## config.mk

```make
export PLATFORM = sky130hd
export DESIGN_NAME = sem_flag_unit
export DESIGN_NICKNAME = d
export VERILOG_FILES = /design/src/rtl/sem_pkg.sv /design/src/rtl/sem_port_decode.sv /design/src/rtl/sem_flag_cell.sv /design/src/rtl/sem_flag_unit.sv
export SDC_FILE = /design/constraint.sdc
export NUM_CORES = 1
export LEC_CHECK = 0
export ABC_AREA = 1
export BUFFER_PORTS_ARGS = -buffer_cell sky130_fd_sc_hd__buf_4
export CORE_ASPECT_RATIO = 0.75
export CORE_MARGIN = 4
export CORE_UTILIZATION = 30
export CTS_CLUSTER_DIAMETER = 120
export DETAILED_ROUTE_END_ITERATION = 8
export SLEW_MARGIN = 20
export SYNTH_ARGS = -nofsm -noshare
export SYNTH_HDL_FRONTEND = slang
export SYNTH_SLANG_ARGS = --single-unit
export TNS_END_PERCENT = 50
```

## constraint.sdc

```tcl
create_clock -name clk -period 1.8 [get_ports clk]
set_input_delay 0.09 -clock clk [delete_from_list [all_inputs] [get_ports clk]]
set_output_delay 0.09 -clock clk [all_outputs]
set_load 0.1 [all_outputs]
```

## src/rtl/sem_pkg.sv

```systemverilog
// Package: shared widths and the per-port decoded command for the token unit.
// Assumes both ports share one clock domain.
package sem_pkg;
    localparam int SEM_ADDR_W = 3;
    localparam int SEM_DATA_W = 16;
    localparam int SEM_NUM    = 1 << SEM_ADDR_W;

    // One port's decoded activity in the current cycle.
    typedef struct packed {
        logic wr;   // write committing at this edge
        logic val;  // committed value: 0 request, 1 release
        logic rd;   // read being driven this cycle
    } sem_cmd_t;
endpackage

```

## src/rtl/sem_port_decode.sv

```systemverilog
// Module: decodes one port's control pins into a commit strobe and read enable.
// Assumes pins are synchronous to clk; a write commits on a seen 0->1 of rw.
module sem_port_decode
    import sem_pkg::*;
#(
    parameter int DATA_W = SEM_DATA_W
) (
    input  logic              clk,
    input  logic              rst_n,
    input  logic              sel_n,
    input  logic              ce_n,
    input  logic              rw,
    input  logic              oe_n,
    input  logic [DATA_W-1:0] wdata,
    output sem_cmd_t          cmd
);
    logic rw_q;
    logic acc_ok;

    // Remember last sampled rw to find the end of a write strobe.
    always_ff @(posedge clk) begin
        if (!rst_n) rw_q <= 1'b1;
        else        rw_q <= rw;
    end

    // Qualify access and form the command.
    always_comb begin
        acc_ok  = !sel_n && ce_n;
        cmd.wr  = acc_ok && rw && !rw_q;
        cmd.val = wdata[0];
        cmd.rd  = acc_ok && rw && !oe_n;
    end

    assert_commit_follows_low_R3: assert property (@(posedge clk) disable iff (!rst_n)
        cmd.wr |-> ($past(rw) == 1'b0));
    assert_illegal_no_cmd_R2: assert property (@(posedge clk) disable iff (!rst_n)
        (!sel_n && !ce_n) |-> (!cmd.wr && !cmd.rd));
endmodule

```

## src/rtl/sem_flag_cell.sv

```systemverilog
// Module: one token with holder and pending state for both ports.
// Assumes requests/releases are already address-decoded; left wins ties.
module sem_flag_cell (
    input  logic clk,
    input  logic rst_n,
    input  logic req_l,
    input  logic rel_l,
    input  logic req_r,
    input  logic rel_r,
    output logic own_l,
    output logic own_r
);
    logic pend_l, pend_r;
    logic n_own_l, n_own_r, n_pend_l, n_pend_r;

    // Apply releases and requests, then grant a free token to a pending side.
    always_comb begin
        n_own_l  = own_l;
        n_own_r  = own_r;
        n_pend_l = pend_l;
        n_pend_r = pend_r;
        if (rel_l) begin
            n_own_l  = 1'b0;
            n_pend_l = 1'b0;
        end else if (req_l && !own_l) begin
            n_pend_l = 1'b1;
        end
        if (rel_r) begin
            n_own_r  = 1'b0;
            n_pend_r = 1'b0;
        end else if (req_r && !own_r) begin
            n_pend_r = 1'b1;
        end
        if (!n_own_l && !n_own_r) begin
            if (n_pend_l) begin
                n_own_l  = 1'b1;
                n_pend_l = 1'b0;
            end else if (n_pend_r) begin
                n_own_r  = 1'b1;
                n_pend_r = 1'b0;
            end
        end
    end

    // Token state register.
    always_ff @(posedge clk) begin
        if (!rst_n) begin
            own_l  <= 1'b0;
            own_r  <= 1'b0;
            pend_l <= 1'b0;
            pend_r <= 1'b0;
        end else begin
            own_l  <= n_own_l;
            own_r  <= n_own_r;
            pend_l <= n_pend_l;
            pend_r <= n_pend_r;
        end
    end

    assert_single_holder_R5: assert property (@(posedge clk) disable iff (!rst_n)
        !(own_l && own_r));
    assert_pending_granted_R6: assert property (@(posedge clk) disable iff (!rst_n)
        (own_r && rel_r && pend_l) |=> own_l);
    assert_tie_left_R8: assert property (@(posedge clk) disable iff (!rst_n)
        (!own_l && !own_r && !pend_l && !pend_r && req_l && req_r && !rel_l && !rel_r)
        |=> (own_l && pend_r));
    assert_holder_keeps_R10: assert property (@(posedge clk) disable iff (!rst_n)
        (own_l && !rel_l) |=> own_l);
    assert_cancel_clears_R7: assert property (@(posedge clk) disable iff (!rst_n)
        (rel_l && !own_l) |=> !own_l);
endmodule

```

## src/rtl/sem_flag_unit.sv

```systemverilog
// Module: two-port token unit; eight tokens, request/release by bit 0,
// status returned on all data bits. Assumes one clock for both ports.
module sem_flag_unit
    import sem_pkg::*;
#(
    parameter int ADDR_W = SEM_ADDR_W,
    parameter int DATA_W = SEM_DATA_W
) (
    input  logic              clk,
    input  logic              rst_n,
    input  logic              l_sel_n,
    input  logic              l_ce_n,
    input  logic              l_rw,
    input  logic              l_oe_n,
    input  logic [ADDR_W-1:0] l_addr,
    input  logic [DATA_W-1:0] l_wdata,
    output logic [DATA_W-1:0] l_rdata,
    output logic              l_rd_vld,
    input  logic              r_sel_n,
    input  logic              r_ce_n,
    input  logic              r_rw,
    input  logic              r_oe_n,
    input  logic [ADDR_W-1:0] r_addr,
    input  logic [DATA_W-1:0] r_wdata,
    output logic [DATA_W-1:0] r_rdata,
    output logic              r_rd_vld
);
    localparam int NUM = 1 << ADDR_W;

    sem_cmd_t        l_cmd, r_cmd;
    logic [NUM-1:0]  own_l, own_r;

    sem_port_decode #(.DATA_W(DATA_W)) u_dec_l (
        .clk(clk), .rst_n(rst_n), .sel_n(l_sel_n), .ce_n(l_ce_n),
        .rw(l_rw), .oe_n(l_oe_n), .wdata(l_wdata), .cmd(l_cmd)
    );

    sem_port_decode #(.DATA_W(DATA_W)) u_dec_r (
        .clk(clk), .rst_n(rst_n), .sel_n(r_sel_n), .ce_n(r_ce_n),
        .rw(r_rw), .oe_n(r_oe_n), .wdata(r_wdata), .cmd(r_cmd)
    );

    // One cell per token, each fed by its own address match.
    for (genvar i = 0; i < NUM; i++) begin : g_cell
        logic hit_l, hit_r;
        assign hit_l = l_cmd.wr && (l_addr == ADDR_W'(i));
        assign hit_r = r_cmd.wr && (r_addr == ADDR_W'(i));
        sem_flag_cell u_cell (
            .clk(clk), .rst_n(rst_n),
            .req_l(hit_l && !l_cmd.val), .rel_l(hit_l && l_cmd.val),
            .req_r(hit_r && !r_cmd.val), .rel_r(hit_r && r_cmd.val),
            .own_l(own_l[i]), .own_r(own_r[i])
        );
    end

    // Read return: token view (0 = held by this port) copied to every bit.
    always_comb begin
        l_rd_vld = l_cmd.rd;
        r_rd_vld = r_cmd.rd;
        l_rdata  = l_cmd.rd ? {DATA_W{~own_l[l_addr]}} : '0;
        r_rdata  = r_cmd.rd ? {DATA_W{~own_r[r_addr]}} : '0;
    end

    assert_bus_copy_R4: assert property (@(posedge clk) disable iff (!rst_n)
        l_rd_vld |-> (l_rdata == '0 || l_rdata == '1));
    assert_illegal_quiet_R2: assert property (@(posedge clk) disable iff (!rst_n)
        (!r_ce_n) |-> (!r_rd_vld && r_rdata == '0));
    assert_reset_free_R1: assert property (@(posedge clk)
        $rose(rst_n) |-> (own_l == '0 && own_r == '0));
endmodule

```

== Word level (Yosys, flattened, before mapping) ==
Cells that the tools add are included.
W data, S select, Z words.

* Register bits after elaboration: 34

* Reduce and logical (&&, ||, !) cells: 130
* Eq/ne operators: 14
* Order comparisons: 2
* Muxes and demuxes: 110
* Bitwise logic cells: 3

{| class="wikitable"
|+ Operators with widths
! operator !! count
|-
| $mux W1 || 106
|-
| $logic_and A1 B1 Y1 || 80
|-
| $logic_not A1 Y1 || 40
|-
| $mux W16 || 2
|-
| $eq A3 B3 Y1 const B || 8
|-
| $reduce_or A2 Y1 || 8
|-
| $eq A3 B2 Y1 const B || 4
|-
| $lt A3 B4 Y1 const B || 2
|-
| $bmux W1 S3 || 2
|-
| $eq A3 B1 Y1 const B || 2
|-
| $logic_not A3 Y1 || 2
|-
| $not A1 Y1 || 3
|}

== Depth between registers and ports, before layout ==
Gate-level depths: netlist (run 1).

* Depth after elaboration: 12
* Depth in mapped cells: 10

== By module ==
Synthesis (run 1) repeated with hierarchy kept, for this count alone.

* Cell total of the unflattened synthesis: 386
* Area, all modules: 2334.7 sq um

{| class="wikitable"
|+ Modules (own cells, without submodules)
! module !! area each (sq um) !! cells each !! sequential area each (sq um) !! times used
|-
| sem_flag_cell || 193.9 || 29 || 80.1 || 8
|-
| sem_flag_unit || 685.7 || 140 || 0.0 || 1
|-
| sem_port_decode || 48.8 || 7 || 20.0 || 2
|}

== Worst setup path before layout (run 1) ==
OpenSTA, ideal clock, no wires.

* Path type: input to output
* From: input port l_sel_n
* To: output port l_rdata[10]
* Required time: 1.710 ns
* Stages: 5
* Path slack: -3.550 ns
* Arrival: 5.260 ns
* Path through: inv_1 nand3_2 nor2_1 nor3b_1 buf_4

* Longest elaborated chain between the ends: 5

{| class="wikitable"
|+ Ends and longest elaborated chain
! element !! RTL line !! RTL
|-
| from (decl) || sem_flag_unit.sv:11 || <nowiki>input logic l_sel_n,</nowiki>
|-
| $logic_not A1 Y1 || sem_port_decode.sv:28 || <nowiki>acc_ok = !sel_n && ce_n;</nowiki>
|-
| $logic_and A1 B1 Y1 || sem_port_decode.sv:28 ||
|-
| $logic_and A1 B1 Y1 (2 in series) || sem_port_decode.sv:31 || <nowiki>cmd.rd = acc_ok && rw && !oe_n;</nowiki>
|-
| net l_rd_vld || sem_flag_unit.sv:18 || <nowiki>output logic l_rd_vld,</nowiki>
|-
| $mux W16 || sem_flag_unit.sv:60 || <nowiki>l_rdata = l_cmd.rd ? {DATA_W{~own_l[l_addr]}} : '0;</nowiki>
|-
| to (decl) || sem_flag_unit.sv:17 || <nowiki>output logic [DATA_W-1:0] l_rdata,</nowiki>
|}

The timed path passes the listed nets, and every way through them passes these cells.

== Worst setup path in the final report (run 1) ==
* From: register g_cell[7].u_cell.own_l
* To: output port l_rdata[0]

* Longest elaborated chain between the ends: 4

{| class="wikitable"
|+ Ends and longest elaborated chain
! element !! RTL line !! RTL
|-
| from (decl) || sem_flag_cell.sv:10 || <nowiki>output logic own_l,</nowiki>
|-
| from (signal assigned) || sem_flag_cell.sv:53 || <nowiki>own_l <= n_own_l;</nowiki>
|-
| $bmux W1 S3 || sem_flag_unit.sv:60 ||
|-
| $mux W1 (not written as such) || sem_flag_unit.sv:60 ||
|-
| $not A1 Y1 || sem_flag_unit.sv:60 ||
|-
| $mux W16 || sem_flag_unit.sv:60 ||
|}

No other way between the ends. The select of a mux whose other input is x is not followed.

==> results of run 1 <==
[registers in the layout, summed over array words and instances (netlist names)]
| signal | flops |
|---|---|
| g_cell.u_cell.own_l | 8 |
| g_cell.u_cell.own_r | 8 |
| g_cell.u_cell.pend_l | 8 |
| g_cell.u_cell.pend_r | 8 |
| u_dec_l.rw_q | 1 |
| u_dec_r.rw_q | 1 |
[through the flow]
step	utilization	instances	setup WS [ns]	TNS, ns	hold WS, ns
floorplan	-	316	-0.749	-20.02	0.197
global placement	0.355	416	0.294	0	0.310
detailed placement	0.355	416	0.284	0	0.316
CTS	0.368	424	-0.0428	-0.812	0.00336
global route	0.385	425	-0.0805	-1.18	0.00617
finish	0.385	425	0.00757	0	0.0104
[kinds of logic after synthesis]
kind of cell,count (synthesis),share of synthesized area
and+or+nand+nor,161,0.366
AOI/OAI and AO/OA,35,0.0952
DFF,34,0.322
buffers and inverters,86,0.217
[layer usage]
metal  part of all wire  vias up  track usage
met4              0.016        0       0.0472
met2               0.47       17        0.189
li1                   -     1032            -
met3              0.027        8       0.0310
met5                  0        -            0
met1               0.48      878        0.141
[power groups by stage]
stage	sequential [µW]	clock, µW	combinational [µW]
after floorplan	776	0	261
after global placement	776	0	323
after detailed placement	776	0	324
after CTS	759	618	324
after global routing	759	645	357
final	759	597	339
[area by class of cell]
class / instances / area share
clock buffer: 7 / 0.0328
clock inverter: 1 / 0.00190
inverter: 49 / 0.0752
multi-input combinational: 196 / 0.397
sequential: 34 / 0.259
tap: 84 / 0.0400
timing repair buffer: 54 / 0.194
[layout by cell type (no fill, tap or decap), types with 3 or more instances in the layout]
cell,synthesis,layout
buf_4,31,33
clkinv_1,11,11
nand3b_1,7,7
inv_1,32,31
buf_6,2,18
inv_2,5,5
nand4_1,3,3
buf_12,0,3
nand3_1,40,40
nand2_1,67,67
a21oi_1,24,23
nor3_1,9,8
dfxtp_1,34,34
clkbuf_8,0,6
nand2_2,4,3
nor2_1,20,19
nand3_2,6,5
[path summary, 6_finish.rpt]
| check | start | end | depth (start not counted) |
|---|---|---|---|
| setup / recovery | g_cell[7].u_cell.own_l | l_rdata[0] | 7 |
| hold / removal | l_rw | u_dec_l.rw_q | 2 |
| setup reg to reg | u_dec_l.rw_q | g_cell[6].u_cell.own_r | 7 |
| hold reg to reg | g_cell[7].u_cell.own_l | g_cell[7].u_cell.own_l | 2 |
[what timing repair did]
action	CTS	global route
pin swaps	0	0
gates cloned	0	0
setup buffers	0	1
gates resized for setup	0	24
endpoints found under the setup margin	32	32
==> flow_metrics.tcl, run 1 <==
set metrics [dict create \
    crit_chain "inv_1 > nor2_1 > a31oi_1 > a21oi_1 > nor3b_4 > buf_12 > buf_6" \
    power.leakage_uw 0.00107 \
    dieArea_um2 8480 \
    power.density_nw_per_um2 645 \
    slew_violations 0 \
    die_h_um 80.8 \
    ys_top_cells_by_count "nand2_1 (67), nand3_1 (40), dfxtp_1 (34)" \
    hp-class "primary input to flop" \
    power.share.sequential 0.448 \
    synth_area_leader_cell "dfxtp_1" \
    clock_latency_ns 0.29 \
    worst_ep_arrival_time_ns 1.70 \
    start_util 0.310 \
    synth_area_um2 2120 \
    vias 1935 \
    die_x_um 105 \
    avgSynthCellArea_um2 6.70 \
    multi_input_area_um2 1040 \
    startpoint_type "flop" \
    p_int_uw 1150 \
    path_delay_family "buffers and inverters" \
    finalPower_uw 1700 \
    reg2reg_slack_ns 0.44 \
    fill_cells 743 \
    required_ns 1.71 \
    p_clk_frac 0.352 \
    nets 388 \
    finalClockSkew_ns 0.00736 \
    rsz0062_at_grt "true" \
    dp_hpwl_um 3620 \
    syn_nets 364 \
    setup_violations 0 \
    placementRows 26 \
    gp_congestion 0.776 \
    period_needed_ns 1.79 \
    vdd_drop_max_mv 0.207 \
    clk_pin_slew_worst_paths_ns 0.07 \
    drtPass1Iterations 4 \
    ant_nets 0 \
    track_usage 0.114 \
    fmax_ghz 0.558 \
    synth_area_leaders "dfxtp_1 (32%), nand2_1 (12%), buf_4 (11%), nand3_1 (9.5%), a21oi_1 (5.7%)" \
    slowest_stage "dfxtp_1" \
    yosysWarningCount 0 \
    layout-drive-gt1-share 0.264 \
    drt-wirelength-per-cell_um 11.3 \
    grt-ovfl-total 0 \
    cts_max_level 2 \
    synthToLayoutAreaGrowth_pct 24.2 \
    grt_pass1_vias 1738 \
    critical_path.max_fanout 16 \
    place.port_buffers 51 \
    critPathKind "flop to output port" \
    ios 82 \
    min_period_over_period 0.996 \
    grt_pass1_wl_um 7720 \
    synth.most_common_cell "nand2_1" \
    antenna_found_initial 0 \
    end_kind "output port" \
    wl_um 4790 \
    critPathMaxStageDelay_ns 0.31 \
    clock-root-buffer "clkbuf_8" \
    first_iter_violations 87 \
    yosysUniqueCellTypes 31 \
    synth_ff_type "dfxtp_1" \
    placed_cell_area_um2 2420 \
    outcome "completed" \
    max_cap_violations 0 \
    vias_per_cell 4.55 \
    numCtsBuffers 5 \
    slew_headroom 0.471 \
    sw_frac_of_total 0.322 \
    cts_max_path_buffers 2 \
    async_reset_ff_frac 0 \
    netlist_instances 316 \
    hold_viol 0 \
    tightest_slew_ns 0.792 \
    comb_power_share 0.200 \
    antenna_cells 0 \
    synth_top_area_frac 0.322 \
    drc 0 \
    crit_buf_inv 3 \
    postLayoutCellArea_um2 2630 \
    synth_seq_area_share 0.322 \
    final-seq-area_um2 681 \
    p_sw_uw 546 \
    cts_tree "done" \
    cts_hold_buf 0 \
    grt_max_degree 26 \
    clock_sinks 34 \
    synth_edf_count 0 \
    core-area_um2 6830 \
    ys_ff_latch 34 \
]
No activity file was read; power rests on OpenSTA's default activity.
==> run 2: changes to the inputs <==
--- a/config.mk
+++ b/config.mk
@@ -9,3 +9,3 @@
 export BUFFER_PORTS_ARGS = -buffer_cell sky130_fd_sc_hd__buf_4
-export CORE_ASPECT_RATIO = 0.75
+export CORE_ASPECT_RATIO = 1.1
 export CORE_MARGIN = 4
==> constraint.sdc (replaced) <==
create_clock -name clk -period 1.8 [get_ports clk]
set_input_delay 0.27 -clock clk [delete_from_list [all_inputs] [get_ports clk]]
set_output_delay 0.27 -clock clk [all_outputs]
set_load 0.1 [all_outputs]
==> flow_metrics.tcl, run 2 (synthesis gave the netlist of run 1 again) <==
set metrics [dict create \
    end_kind "output port" \
    slew_violations 0 \
    worst_ep_arrival_time_ns 1.73 \
    power.density_nw_per_um2 610 \
    clock_latency_ns 0.29 \
    fmax_ghz 0.499 \
    grt_pass1_wl_um 8010 \
    wl_um 5240 \
    power.leakage_uw 0.00119 \
    layout-drive-gt1-share 0.296 \
    slew_headroom 0.457 \
    layout_common_cells "nand2_1 (67), nand3_1 (40), dfxtp_1 (33)" \
    core-area_um2 6710 \
    drt-wirelength-per-cell_um 12.2 \
    cts_max_path_buffers 2 \
    placed_cell_area_um2 2480 \
    drc 0 \
    gp_congestion 0.882 \
    die_h_um 96.1 \
    place_ws_ns -0.0503 \
    outcome "finished, violations left" \
    startpoint_type "flop" \
    antenna_cells 0 \
    nets 395 \
    finalClockSkew_ns 0.00405 \
    fin_cells 430 \
    power.share.sequential 0.417 \
    clock_sinks 34 \
    grt_pass1_vias 1836 \
    numCtsBuffers 5 \
    hold_viol 0 \
    dieArea_um2 8470 \
    p_sw_uw 552 \
    p_clk_frac 0.368 \
    layout_commonest_cell "nand2_1" \
    critPathKind "flop to output port" \
    first_iter_violations 103 \
    antenna_found_initial 0 \
    hp-class "primary input to flop" \
    dp_hpwl_um 3690 \
    critical_path.max_fanout 8 \
    vias 1988 \
    violations "negative setup slack" \
    reg2reg_slack_ns 0.44 \
    vias_per_cell 4.62 \
    synthToLayoutAreaGrowth_pct 40.9 \
    vdd_drop_max_mv 0.265 \
    grt-ovfl-total 0 \
    required_ns 1.53 \
    ant_nets 0 \
    cts_tree "done" \
    comb_power_share 0.215 \
    tightest_slew_ns 0.814 \
    grt_max_degree 26 \
    clock-root-buffer "clkbuf_8" \
    clk_pin_slew_worst_paths_ns 0.07 \
    rsz0062_at_grt "true" \
    place.port_buffers 51 \
    drtPass1Iterations 4 \
    cts_max_level 2 \
    start_util 0.315 \
    min_period_over_period 1.11 \
    ios 82 \
    postLayoutCellArea_um2 2980 \
    final.setup.worst_slack_ns -0.203 \
    period_needed_ns 2.00 \
    die_x_um 88.1 \
    finalPower_uw 1820 \
    track_usage 0.120 \
    p_int_uw 1270 \
    sw_frac_of_total 0.303 \
    dp_cells 420 \
    placementRows 31 \
    setup_violations 32 \
    max_cap_violations 0 \
]
-- run 2: changes by cell type in the layout (fill, tap and decap cells not counted), moves of 2 or more --
cell      previous run  this run
buf_6               18        16
clkbuf_8             6         8
buf_12               3        10
buf_16               0         8
buf_4               33        26
-- run 2: worst paths after layout --
| kind | start | end | cells past startpoint |
|---|---|---|---|
| worst max register to register | u_dec_r.rw_q | g_cell[1].u_cell.own_r | 8 |
| worst min-delay path | l_rw | u_dec_l.rw_q | 2 |
| worst max-delay path | g_cell[7].u_cell.own_l | l_rdata[2] | 7 |
| worst min register to register | g_cell[7].u_cell.own_r | g_cell[7].u_cell.own_r | 2 |
-- run 2: power by group through the flow --
stage / sequential [µW] / combinational [µW] / clock, µW
after floorplan: 776 / 263 / 0
after global placement: 776 / 335 / 0
after detailed placement: 776 / 336 / 0
after CTS: 759 / 355 / 689
after global routing: 759 / 410 / 718
final: 759 / 391 / 669
-- run 2: cell type report --
class	count	area [µm²]
clock buffer	8	110
fill	666	3730
inverter	49	198
multi-input combinational	196	1070
sequential	34	682
tap	82	103
timing repair buffer	61	821
-- run 2: critical path: stages (launching register included) --
cell	delay (ns)
dfxtp_2	0.32
inv_2	0.07
nor2_4	0.04
a31oi_4	0.15
a21oi_2	0.09
nor3b_4	0.30
clkbuf_16	0.28
buf_16	0.18
-- run 2: through the flow --
step	hold slack, ns	TNS [ns]	utilization
final	0.199	-3.00	0.445
after global routing	0.205	-5.76	0.445
after CTS	0.188	-2.94	0.407
after detailed placement	0.495	-0.775	0.370
after global placement	0.489	-0.766	0.370
after floorplan	0.377	-31.94	-
-- run 2: what timing repair did --
action                                  4_1_cts  5_1_grt
endpoints found under the hold margin         0        0
hold buffers                                  0        0
pin swaps                                     0        3
setup buffers                                 1        0
gates resized for setup                      32       47
endpoints found under the setup margin       32       32
gates cloned                                  0        1
-- run 2: metal layers --
metal | share of wire | routed length, µm | GRT usage | vias up
met5 | 0 | 0 | 0 | -
met4 | 0.017 | 87 | 0.0416 | 0
met3 | 0.059 | 310 | 0.0265 | 9
met2 | 0.51 | 2680 | 0.213 | 49
met1 | 0.41 | 2160 | 0.141 | 880
li1 | - | - | - | 1050
==> run 3: changes to the inputs <==
Settings changed: CORE_UTILIZATION 30 to 40, PLACE_DENSITY set to 0.7.
==> flow_metrics.tcl, run 3 (synthesis gave the netlist of run 1 again) <==
set metrics [dict create \
    nets 394 \
    crit_cells 7 \
    place.port_buffers 51 \
    clk_pin_slew_worst_paths_ns 0.08 \
    tightest_slew_ns 0.835 \
    routed.top_layer "met4" \
    worst_ep_arrival_time_ns 1.65 \
    layout_commonest_cell "nand2_1" \
    grt_max_degree 26 \
    synthToLayoutAreaGrowth_pct 36.2 \
    fmax_ghz 0.520 \
    r2r_start "u_dec_r.rw_q" \
    whs_ns 0.193 \
    p_int_uw 1180 \
    die_x_um 77.4 \
    grt_pass1_wl_um 8350 \
    ios 82 \
    gp_congestion 0.801 \
    grt-ovfl-total 0 \
    cts_hold_buf 0 \
    hp-class "primary input to flop" \
    placed_cell_area_um2 2410 \
    cts_tree "done" \
    power.share.sequential 0.436 \
    final_util 0.569 \
    slew_violations 0 \
    rsz0062_at_grt "true" \
    wl_um 5350 \
    multi_input_area_um2 1050 \
    critPathMaxStageDelay_ns 0.32 \
    dp_cells 391 \
    numCtsBuffers 5 \
    layout_common_cells "nand2_1 (67), nand3_1 (40), dfxtp_1 (33)" \
    dieArea_um2 6520 \
    clock_latency_ns 0.29 \
    cts_max_path_buffers 2 \
    drt-wirelength-per-cell_um 13.2 \
    slowest_stage "dfxtp_1" \
    dp_hpwl_um 3540 \
    min_period_over_period 1.07 \
    drtPass1Iterations 4 \
    fill_cells 461 \
    outcome "finished, violations left" \
    first_iter_violations 112 \
    clock_sinks 34 \
    max_cap_violations 0 \
    hold_viol 0 \
    antenna_found_initial 0 \
    finalClockSkew_ns 0.00831 \
    crit_buf_inv 3 \
    placementRows 27 \
    postLayoutCellArea_um2 2880 \
    core-area_um2 5070 \
    routed-wl-met2_um 2970 \
    drc 0 \
    wl_met1_um 2110 \
    tns_ns -2.90 \
    die_h_um 84.3 \
    comb_power_share 0.218 \
    slew_headroom 0.443 \
    critPathKind "flop to output port" \
    power.leakage_uw 0.00116 \
    vdd_drop_max_mv 0.335 \
    layout-drive-gt1-share 0.291 \
    power.density_nw_per_um2 604 \
    final-seq-area_um2 682 \
    p_clk_frac 0.346 \
    reg2reg_depth 8 \
    grt_pass1_vias 1822 \
    vias 2035 \
    cp-startpoint "g_cell[7].u_cell.own_l" \
    antenna_cells 0 \
    startpoint_type "flop" \
    violations "negative setup slack" \
    hold_path_depth 2 \
    route.met3.wl_um 149 \
    fin_cells 405 \
    period_needed_ns 1.92 \
    crit_chain "inv_1 > nor2_1 > a31oi_1 > a21oi_1 > nor3b_4 > buf_12 > buf_6" \
    final.setup.worst_slack_ns -0.123 \
    setup_violations 32 \
    cts_max_level 2 \
    vias_per_cell 5.02 \
    sw_frac_of_total 0.322 \
    reg2reg_slack_ns 0.32 \
    required_ns 1.53 \
    start_util 0.418 \
    path_delay_family "buffers and inverters" \
    end_kind "output port" \
    ant_nets 0 \
    cp-endpoint "l_rdata[7]" \
    p_sw_uw 561 \
    track_usage 0.159 \
    clock-root-buffer "clkbuf_8" \
    critical_path.max_fanout 16 \
    r2r-end "g_cell[1].u_cell.own_r" \
]
[run 3: cell type report]
| cell class | instances | area share |
|---|---|---|
| Clock buffer | 6 | 0.0286 |
| Multi-Input combinational cell | 196 | 0.364 |
| Inverter | 49 | 0.0686 |
| Timing Repair Buffer | 60 | 0.273 |
| Clock inverter | 2 | 0.00434 |
| Sequential cell | 34 | 0.237 |
| Tap cell | 58 | 0.0252 |
[run 3: worst min path at each step]
stage                            from                endpoint
6_report                         l_rw            u_dec_l.rw_q
4_1_cts                          l_rw            u_dec_l.rw_q
2_1_floorplan                    l_rw            u_dec_l.rw_q
3_5_place_dp   g_cell[7].u_cell.own_r  g_cell[7].u_cell.own_r
5_1_grt                          l_rw            u_dec_l.rw_q
3_3_place_gp   g_cell[7].u_cell.own_l  g_cell[7].u_cell.own_l
[run 3: metal layers]
| layer | track usage | vias up |
|---|---|---|
| met5 | 0 | - |
| met3 | 0.0290 | 12 |
| met4 | 0.0680 | 0 |
| met1 | 0.179 | 943 |
| met2 | 0.290 | 32 |
| li1 | - | 1048 |
[run 3: power by group through the flow]
stage               logic, µW  registers (µW)  clock network (µW)
global placement          322             776                   0
floorplan                 263             776                   0
detailed placement        324             776                   0
finish                    380             759                 603
global route              396             759                 638
CTS                       370             759                 610
[run 3: timing repair]
item,4_1_cts,5_1_grt
endpoints found under the hold margin,0,0
setup buffers,5,0
pin swaps,0,1
gates cloned,1,0
gates resized for setup,56,15
setup endpoints to repair,32,32
[run 3: worst reg2reg max path: stages (launching register included)]
cell	delay (ns)
dfxtp_1	0.34
nor3_4	0.15
buf_4	0.22
nand3_1	0.13
nand2_1	0.14
nand2_1	0.07
inv_1	0.10
nand3_1	0.09
a21oi_1	0.15
[run 3: per-stage QoR]
| step | worst slack (ns) | total power, µW |
|---|---|---|
| CTS | -0.137 | 1740 |
| detailed placement | -0.0231 | 1100 |
| floorplan | -1.11 | 1040 |
| global route | -0.224 | 1790 |
| finish | -0.123 | 1740 |
| global placement | 0.00636 | 1100 |
